<file path="src/rtl/charge_throttle_pkg.sv">
package charge_throttle_pkg;
  typedef enum logic {SW_OPEN = 1'b0, SW_CLOSED = 1'b1} sw_state_t;

  function automatic int max2(input int a, input int b);
    return (a > b) ? a : b;
  endfunction
endpackage

</file>
<file path="src/rtl/cell_flag_sync.sv">
module cell_flag_sync #(
  parameter int W = 4
) (
  input  logic         clk,
  input  logic         rst,
  input  logic [W-1:0] d,
  output logic [W-1:0] q
);
  for (genvar i = 0; i < W; i++) begin : g_bit
    logic st1, st2;
    always_ff @(posedge clk) begin
      if (rst) begin
        st1 <= 1'b0;
        st2 <= 1'b0;
      end else begin
        st1 <= d[i];
        st2 <= st1;
      end
    end
    assign q[i] = st2;
  end
endmodule

</file>
<file path="src/rtl/shunt_vote.sv">
module shunt_vote #(
  parameter int W = 4
) (
  input  logic [W-1:0] flags,
  output logic         any_o,
  output logic         all_o
);
  always_comb begin
    any_o = |flags;
    all_o = &flags;
  end
endmodule

</file>
<file path="src/rtl/full_term_latch.sv">
module full_term_latch #(
  parameter int HOLD = 8
) (
  input  logic clk,
  input  logic rst,
  input  logic tick,
  input  logic all_i,
  output logic term_o
);
  localparam int CW = (HOLD > 1) ? $clog2(HOLD) : 1;
  localparam logic [CW-1:0] LAST = CW'(HOLD - 1);

  logic [CW-1:0] run_cnt;

  always_ff @(posedge clk) begin
    if (rst) begin
      run_cnt <= '0;
      term_o  <= 1'b0;
    end else begin
      if (!all_i) begin
        run_cnt <= '0;
      end else if (tick) begin
        if (run_cnt == LAST) term_o <= 1'b1;
        else                 run_cnt <= run_cnt + 1'b1;
      end
    end
  end


  term_needs_all_chk: assert property (@(posedge clk) disable iff (rst)
    $rose(term_o) |-> $past(all_i) && $past(tick));

  term_sticky_chk: assert property (@(posedge clk) disable iff (rst)
    $past(term_o) |-> term_o);
endmodule

</file>
<file path="src/rtl/switch_dwell_ctrl.sv">
module switch_dwell_ctrl
  import charge_throttle_pkg::*;
#(
  parameter int MIN_ON  = 250,
  parameter int MIN_OFF = 250
) (
  input  logic clk,
  input  logic rst,
  input  logic tick,
  input  logic any_i,
  input  logic term_i,
  output logic en_o
);
  localparam int MAXD = max2(MIN_ON, MIN_OFF);
  localparam int DW   = $clog2(MAXD + 1);
  localparam logic [DW-1:0] DMAX  = DW'(MAXD);
  localparam logic [DW-1:0] D_ON  = DW'(MIN_ON);
  localparam logic [DW-1:0] D_OFF = DW'(MIN_OFF);

  sw_state_t       st;
  logic [DW-1:0]   dwell;
  logic            flip;

  always_comb begin
    if (st == SW_CLOSED) flip = term_i || (any_i && dwell >= D_ON);
    else                 flip = !term_i && !any_i && dwell >= D_OFF;
  end

  always_ff @(posedge clk) begin
    if (rst) begin
      st    <= SW_CLOSED;
      dwell <= '0;
    end else if (flip) begin
      st    <= (st == SW_CLOSED) ? SW_OPEN : SW_CLOSED;
      dwell <= '0;
    end else if (tick && dwell != DMAX) begin
      dwell <= dwell + 1'b1;
    end
  end

  assign en_o = (st == SW_CLOSED);


  open_cause_chk: assert property (@(posedge clk) disable iff (rst)
    $fell(en_o) |-> ($past(any_i) || $past(term_i)));

  close_cause_chk: assert property (@(posedge clk) disable iff (rst)
    $rose(en_o) |-> ($past(!any_i) && $past(!term_i)));
endmodule

</file>
<file path="src/rtl/charge_throttle.sv">
module charge_throttle #(
  parameter int N_CELLS        = 4,
  parameter int MIN_ON_TICKS   = 250,
  parameter int MIN_OFF_TICKS  = 250,
  parameter int ALL_HOLD_TICKS = 8
) (
  input  logic               clk,
  input  logic               rst,
  input  logic               tick,
  input  logic [N_CELLS-1:0] shunt_full,
  output logic               chg_en,
  output logic               led_red,
  output logic               led_green,
  output logic               terminated
);
  logic [N_CELLS-1:0] flags_s;
  logic any_s, all_s, term_q, en_q;

  cell_flag_sync #(.W(N_CELLS)) u_sync (
    .clk(clk), .rst(rst), .d(shunt_full), .q(flags_s));

  shunt_vote #(.W(N_CELLS)) u_vote (
    .flags(flags_s), .any_o(any_s), .all_o(all_s));

  full_term_latch #(.HOLD(ALL_HOLD_TICKS)) u_term (
    .clk(clk), .rst(rst), .tick(tick), .all_i(all_s), .term_o(term_q));

  switch_dwell_ctrl #(.MIN_ON(MIN_ON_TICKS), .MIN_OFF(MIN_OFF_TICKS)) u_sw (
    .clk(clk), .rst(rst), .tick(tick), .any_i(any_s), .term_i(term_q),
    .en_o(en_q));

  assign chg_en     = en_q;
  assign led_red    = en_q;
  assign led_green  = ~en_q;
  assign terminated = term_q;


  led_exclusive_chk: assert property (@(posedge clk) disable iff (rst)
    $countones({led_red, led_green}) == 1);

  term_forces_open_chk: assert property (@(posedge clk) disable iff (rst)
    (terminated && $past(terminated)) |-> !chg_en);
endmodule

</file>
<file path="config.mk">
export PLATFORM = sky130hd
export DESIGN_NAME = charge_throttle
export DESIGN_NICKNAME = d
export VERILOG_FILES = /design/src/rtl/charge_throttle_pkg.sv /design/src/rtl/cell_flag_sync.sv /design/src/rtl/shunt_vote.sv /design/src/rtl/full_term_latch.sv /design/src/rtl/switch_dwell_ctrl.sv /design/src/rtl/charge_throttle.sv
export SDC_FILE = /design/constraint.sdc
export NUM_CORES = 1
export LEC_CHECK = 0
export ABC_AREA = 1
export BUFFER_PORTS_ARGS = -buffer_cell sky130_fd_sc_hd__buf_4
export CAP_MARGIN = 20
export CORE_ASPECT_RATIO = 0.9
export CORE_MARGIN = 2
export CORE_UTILIZATION = 49
export CTS_CLUSTER_SIZE = 12
export DETAILED_ROUTE_END_ITERATION = 7
export GPL_TIMING_DRIVEN = 0
export PLACE_DENSITY = 0.65
export SLEW_MARGIN = 40
export SYNTH_ARGS = -nofsm -noshare
export SYNTH_HDL_FRONTEND = slang
export SYNTH_HIERARCHICAL = 1
export SYNTH_SLANG_ARGS = --single-unit
</file>
<file path="constraint.sdc">
create_clock -name clk -period 4.1 [get_ports clk]
set_clock_uncertainty 0.2 [all_clocks]
set_input_delay 0.205 -clock clk [delete_from_list [all_inputs] [get_ports clk]]
set_output_delay 0.205 -clock clk [all_outputs]
set_load 0.01 [all_outputs]
</file>
==> results of run 1 <==
-- per-stage QoR --
stage	worst slack [ps]	hold WS (ps)
after global routing	2300	25.0
after floorplan	2690	74.1
after global placement	2520	191
after CTS	2440	26.7
final	2450	44.9
after detailed placement	2480	193
-- layout make-up --
| type | instances | share of cell area [%] |
|---|---|---|
| inverter | 33 | 9.29 |
| tap | 27 | 2.53 |
| clock inverter | 1 | 0.375 |
| clock buffer | 3 | 1.69 |
| timing repair buffer | 15 | 9.38 |
| multi-input combinational | 110 | 40.2 |
| sequential | 21 | 31.5 |
| buffer | 8 | 5.07 |
-- final timing paths --
path	to	cells past startpoint	slack, ps
setup / recovery	u_sw/dwell[5]$_SDFFE_PP0P_	8	2450
hold / removal	u_term/term_o$_SDFFE_PP0P_	3	40
setup reg to reg	u_sw/dwell[5]$_SDFFE_PP0P_	8	2450
hold reg to reg	u_sync/g_bit[3].st2$_SDFF_PP0_	2	210
-- power by group through the flow --
stage | clock [mW] | combinational [mW] | sequential (mW)
after floorplan | 0 | 0.0212 | 0.216
after global placement | 0 | 0.0309 | 0.216
after detailed placement | 0 | 0.0320 | 0.217
after CTS | 0.104 | 0.0359 | 0.212
after global routing | 0.113 | 0.0413 | 0.213
final | 0.0970 | 0.0359 | 0.212
-- state kept, by name, indices dropped and copies added, names as in the netlist --
signal / count
u_sw/dwell: 8
u_sw/en_o: 1
u_sync/g_bit.st1: 4
u_sync/g_bit.st2: 4
u_term/run_cnt: 3
u_term/term_o: 1
-- worst reg2reg max path, delay by kind of cell, from the launching register on --
kind,cells,cell delay (ps)
adders and majority gates,1,200
buffers and inverters,1,40
DFF,1,430
and+or+nand+nor,6,670
-- metal layers --
metal  GRT usage [%]  share of wire (%)  up-vias
met5               0                  0        -
met4            2.44               0.56        0
met1            23.6                 49      426
met2            28.6                 46       14
met3            6.36                4.5        2
li1                -                  -      538
-- cell families after synthesis --
| logic type | share of synthesized area [%] |
|---|---|
| fa+ha+maj | 4.36 |
| xor+xnor | 1.53 |
| compound gates | 1.96 |
| flops | 36.6 |
| simple gates | 38.8 |
| buf+inv | 16.7 |
-- cell usage after synthesis --
cell and count:
nand2_1 47, inv_1 29, nor2_1 28, dfxtp_1 21, nand3_1 12, buf_4 6, ha_1 4, inv_2 4
nor2_2 3, buf_6 2, nand2_2 2, nand2_4 2, nand4_1 2, nor2_4 2, xor2_1 2, a21boi_1 1
a21oi_1 1, nand3_2 1, nor3_1 1, o21ai_0 1, o21ai_1 1
==> qor.txt, run 1 <==
NumNets Final: 203
First-pass GRT wire length: 3610 um
# rows: 16
Fin util: 60.6%
Post-synthesis sequential area ratio: 36.6%
Layout cells sized above 1: 18.8%
DR pass1 iterations: 4
Clock transition at path regs: 120 ps
CORE AREA: 0.00220 sq mm
Placed cell count: 209
PD cells: 259 mW/mm^2
Fmax: 606 MHz
WP data required: 4100 ps
WL/cell: 9.78 um
Clock share of power: 28.1%
CTS sink cnt: 21
Worst Max-Slew Pin Slew: 339 ps
CTS tree: done
Initial antenna violation count: 0
Top cell type's share of synthesized area: 36.6%
Internal power: 0.263 mW
Die Span X: 55.0 um
Ports: 11
Initial DRC count: 23
Area contributors post-synth: dfxtp_1, nand2_1, inv_1, nor2_1, nand3_1
Final Non-Filler Cells: 218
Area leader, netlist: dfxtp_1
Final Critical Period: 1650 ps
ANT cells: 0
Net Sw Frac: 23.8%
Clock Latency Late Sink: 300 ps
Area occupied by multi-input gates: 536 sq um
CTS Buffer Depth: 2
Vias post-DR: 980
Hold_sp: tick
P_sw: 0.0821 mW
CP max stage cell: dfxtp_1
Cell area after synthesis: 0.00115 sq mm
Maximum VDD drop: 0.183 mV
Root Driver: clkbuf_4
Worst min-delay path class: input port to register
Post-detail-place hpwl: 1570 um
Syn_area_per_cell: 6.67 sq um
Arr. time, crit path: 1650 ps
Fin area: 0.00133 sq mm
Power Total: 0.345 mW
Number of CTS-inserted buffers: 3
Most common cell after layout, fill and taps aside: nand2_1
Crit start category: register
Vias per cell: 4.50
Initial Utilization: 52.1%
Hold_buf cts: 5
GR Overflow Total: 0
Setup TNS: 0 ps
Final period util: 40.3%
Syn Nets: 183
Worst path cell trace: ha_1 > inv_2 > nor2_2 > nand2_4 > nand3_2 > nand2_1 > nand2_2 > nor2_1
RSZ-0062 raised after global routing: no
Worst slew margin: 77.3%
Number of library cell types mapped by synthesis: 21
Port bufs: 10
Post_cts resized: 0
Crit. End Element: register
Max stage delay on crit path: 430 ps
Post-CTS setup buffers: 0
Worst Setup SP: u_sw/dwell[1]$_SDFFE_PP0P_
Cells after synthesis: 172
Fillers: 215
Setup violators final: 0
WP buf/inv: 1
R2R Path Start: u_sw/dwell[1]$_SDFFE_PP0P_
Pin count of the biggest net entering global routing: 13
Status: finished clean
Most frequent cells in the layout: nand2_1, inv_1, nor2_1
Cell Area, Placed: 0.00126 sq mm
Area growth syn-to-layout: 16.2%
Comb power frac: 10.4%
Final Hold Fails: 0
Die ar.: 0.00275 sq mm
Sequential cell area: 420 sq um
GRT Util Overall: 17.9%
Sequential Power Share: 61.4%
Crit path kind: register to register
Drt drc: 0
Synth warn: 6
Leak Pwr: 0.651 nW
Final wirelength: 2130 um
Final Wtd Congestion: 0.826
Crit Path Max Fanout: 8
DRT antenna net count: 0
Slew Viols, Final: 0
Die height: 49.9 um
Crit path max-delay family: simple AND/OR/NAND/NOR gates
Flops & latches, synth: 21
Max_cap viols: 0
H-tree Lvls: 1
Vias in the first global route: 860
No activity file was read; power rests on OpenSTA's default activity.
==> inputs of run 2 (changes only) <==
--- a/config.mk
+++ b/config.mk
@@ -14,7 +14,7 @@
 export CTS_CLUSTER_SIZE = 12
 export DETAILED_ROUTE_END_ITERATION = 7
 export GPL_TIMING_DRIVEN = 0
-export PLACE_DENSITY = 0.65
+export PLACE_DENSITY = 0.68
 export SLEW_MARGIN = 40
 export SYNTH_ARGS = -nofsm -noshare
 export SYNTH_HDL_FRONTEND = slang
==> constraint.sdc (replaced) <==
create_clock -name clk -period 1.4 [get_ports clk]
set_clock_uncertainty 0.2 [all_clocks]
set_input_delay 0.07 -clock clk [delete_from_list [all_inputs] [get_ports clk]]
set_output_delay 0.07 -clock clk [all_outputs]
set_load 0.01 [all_outputs]
==> run 2 against run 1 <==
Net effect:
- first-iteration DRC count did not move
- utilization rose by 8.6 points
- worst hold slack got worse by 280 ps
- sequential power rose to 2.9 times the previous value
- highest routed layer unchanged
- via count rose by 10%
- the run now ends with negative hold slack, negative setup slack left
- maximum frequency rose by 11%
- critical path depth fell by 1
==> qor.txt, run 2 (synthesis gave the netlist of run 1 again) <==
Root Driver: clkbuf_4
Final wirelength: 2650 um (+24%)
CTS Buffer Depth: 2 (unchanged)
Crit start category: register
CTS sink cnt: 21 (unchanged)
Fmax: 675 MHz (+11%)
Hold_buf cts: 9 (+4)
Hold_sp: rst
WL/cell: 11.8 um (+21%)
Final Critical Period: 1480 ps (-170 ps)
CORE AREA: 0.00220 sq mm (unchanged)
Vias in the first global route: 931 (+8.3%)
Worst hold stages: 2 (-1)
Port bufs: 10 (unchanged)
Setup violators final: 9 (+9)
Leak Pwr: 0.707 nW (+8.6%)
Final Hold Fails: 13 (+13)
PD cells: 707 mW/mm^2 (+170%)
Drt drc: 0 (unchanged)
Maximum VDD drop: 0.563 mV (+210%)
DR pass1 iterations: 4 (unchanged)
CTS tree: done
Final Wtd Congestion: 0.829 (+0.35%)
Ports: 11 (unchanged)
Max_cap viols: 0 (unchanged)
Arr. time, crit path: 1500 ps (-150 ps)
Failing checks: negative hold slack, negative setup slack
Min Hold Slack: -232 ps (-277 ps)
Die Span X: 55.0 um (unchanged)
Final period util: 106% (+66 points)
R2r worst-path depth: 7 (-1)
WP data required: 1420 ps (-2680 ps)
DRT antenna net count: 0 (unchanged)
Max reg flops: 8 (unchanged)
R2R Path Start: u_sw/dwell[6]$_SDFFE_PP0P_
Initial antenna violation count: 0 (unchanged)
Worst Max-Slew Pin Slew: 258 ps (-80.8 ps)
First-pass GRT wire length: 3990 um (+11%)
Number of CTS-inserted buffers: 3 (unchanged)
Clock Latency Late Sink: 310 ps (about the same)
RSZ-0062 raised after global routing: yes
FF-to-FF setup slack: -80 ps (-2530 ps)
RR Endpoint: u_sw/dwell[2]$_SDFFE_PP0P_
Power Total: 1.08 mW (+210%)
Vias per cell: 4.80 (+6.7%)
Most frequent cells in the layout: nand2_1, inv_1, nor2_1
Initial Utilization: 52.1% (unchanged)
Top flop regs: u_sw/dwell: 8 flops, u_sync/g_bit.st1: 4 flops, u_sync/g_bit.st2: 4 flops
Vias post-DR: 1,079 (+10%)
NumNets Final: 210 (+3.4%)
Crit. End Element: register
Area growth syn-to-layout: 32.8%
Status: complete, but fails checks
ANT cells: 0 (unchanged)
Worst min-delay path endpoint: u_term/term_o$_SDFFE_PP0P_
Clock transition at path regs: 120 ps (about the same)
GRT Util Overall: 20.2% (+2.3 points)
Post-detail-place hpwl: 1560 um (-0.60%)
Pin count of the biggest net entering global routing: 13 (unchanged)
Worst slew margin: 82.6% (+5.3 points)
Die ar.: 0.00275 sq mm (unchanged)
Fin util: 69.2% (+8.6 points)
H-tree Lvls: 1 (unchanged)
Crit path kind: register to register
Worst Setup SP: u_sw/dwell[6]$_SDFFE_PP0P_
Worst min-delay path class: input port to register
Initial DRC count: 23 (unchanged)
# rows: 16 (unchanged)
Layout cells sized above 1: 34.3% (+15 points)
Largest Register: u_sw/dwell
Most common cell after layout, fill and taps aside: nand2_1
Setup ws final: -81.4 ps (-2530 ps)
Slew Viols, Final: 0 (unchanged)
GR Overflow Total: 0 (unchanged)
Crit Path Max Fanout: 8 (unchanged)
Die height: 49.9 um (unchanged)
run 2: changes by cell type in the layout (fill, tap and decap cells not counted), moves of 4 or more:
cell and change:
inv_1 -4, nand2_1 -8, dfxtp_2 +6, nand2_2 +6
dfxtp_1 -7, inv_2 +4, dlygate4sd3_1 +4, nor2_1 -5
run 2: layout make-up:
cell class	instances	area (sq um)
Buffer	3	30.0
Timing Repair Buffer	27	225
Multi-Input combinational cell	110	652
Sequential cell	21	432
Inverter	33	124
Fill cell	197	678
Tap cell	27	33.8
Clock buffer	3	22.5
Clock inverter	1	5.00
run 2: per-stage QoR:
| stage | setup TNS, ps | cell area, sq um | std cells | worst slack (ps) |
|---|---|---|---|---|
| 4_1_cts | -247 | 1440 | 223 | -43.1 |
| 6_report | -596 | 1520 | 225 | -81.4 |
| 3_5_place_dp | -1280 | 1260 | 209 | -179 |
| 2_1_floorplan | 0 | 1160 | 172 | 21.6 |
| 3_3_place_gp | -994 | 1260 | 209 | -131 |
| 5_1_grt | -978 | 1520 | 225 | -127 |
run 2: power breakdown:
group	internal (mW)	switching, mW	leakage (nW)	total [mW]
logic	0.0755	0.0764	0.515	0.152
clock network	0.107	0.196	0.0177	0.302
registers	0.613	0.00998	0.175	0.623
run 2: worst max path at each step:
stage                                       to  slack (ps)
finish              u_sw/dwell[2]$_SDFFE_PP0P_         -80
detailed placement  u_sw/dwell[7]$_SDFFE_PP0P_        -180
floorplan           u_sw/dwell[3]$_SDFFE_PP0P_          20
global placement    u_sw/dwell[3]$_SDFFE_PP0P_        -130
global route        u_sw/dwell[3]$_SDFFE_PP0P_        -130
CTS                 u_sw/dwell[2]$_SDFFE_PP0P_         -40
run 2: critical path: stages, from the launching register on:
cell and delay, ps:
dfxtp_1 430, nand2_1 120, nor2_4 150, nand2_1 130, nand3_4 110, nand2_4 70, nand2_8 120, nor2_1 50
run 2: layer usage:
metal / track usage (%) / routed length (um) / up-vias
li1: - / - / 561
met1: 25.5 / 1190 / 490
met2: 32.3 / 1300 / 20
met3: 5.45 / 93 / 8
met4: 7.32 / 63 / 0
met5: 0 / 0 / -
run 2: repair_timing:
item                       4_1_cts  5_1_grt
setup endpoints to repair        9       11
gates resized for setup         17       21
buffers inserted                 5        3
pin swaps                       15        8
hold endpoints to repair        21       13
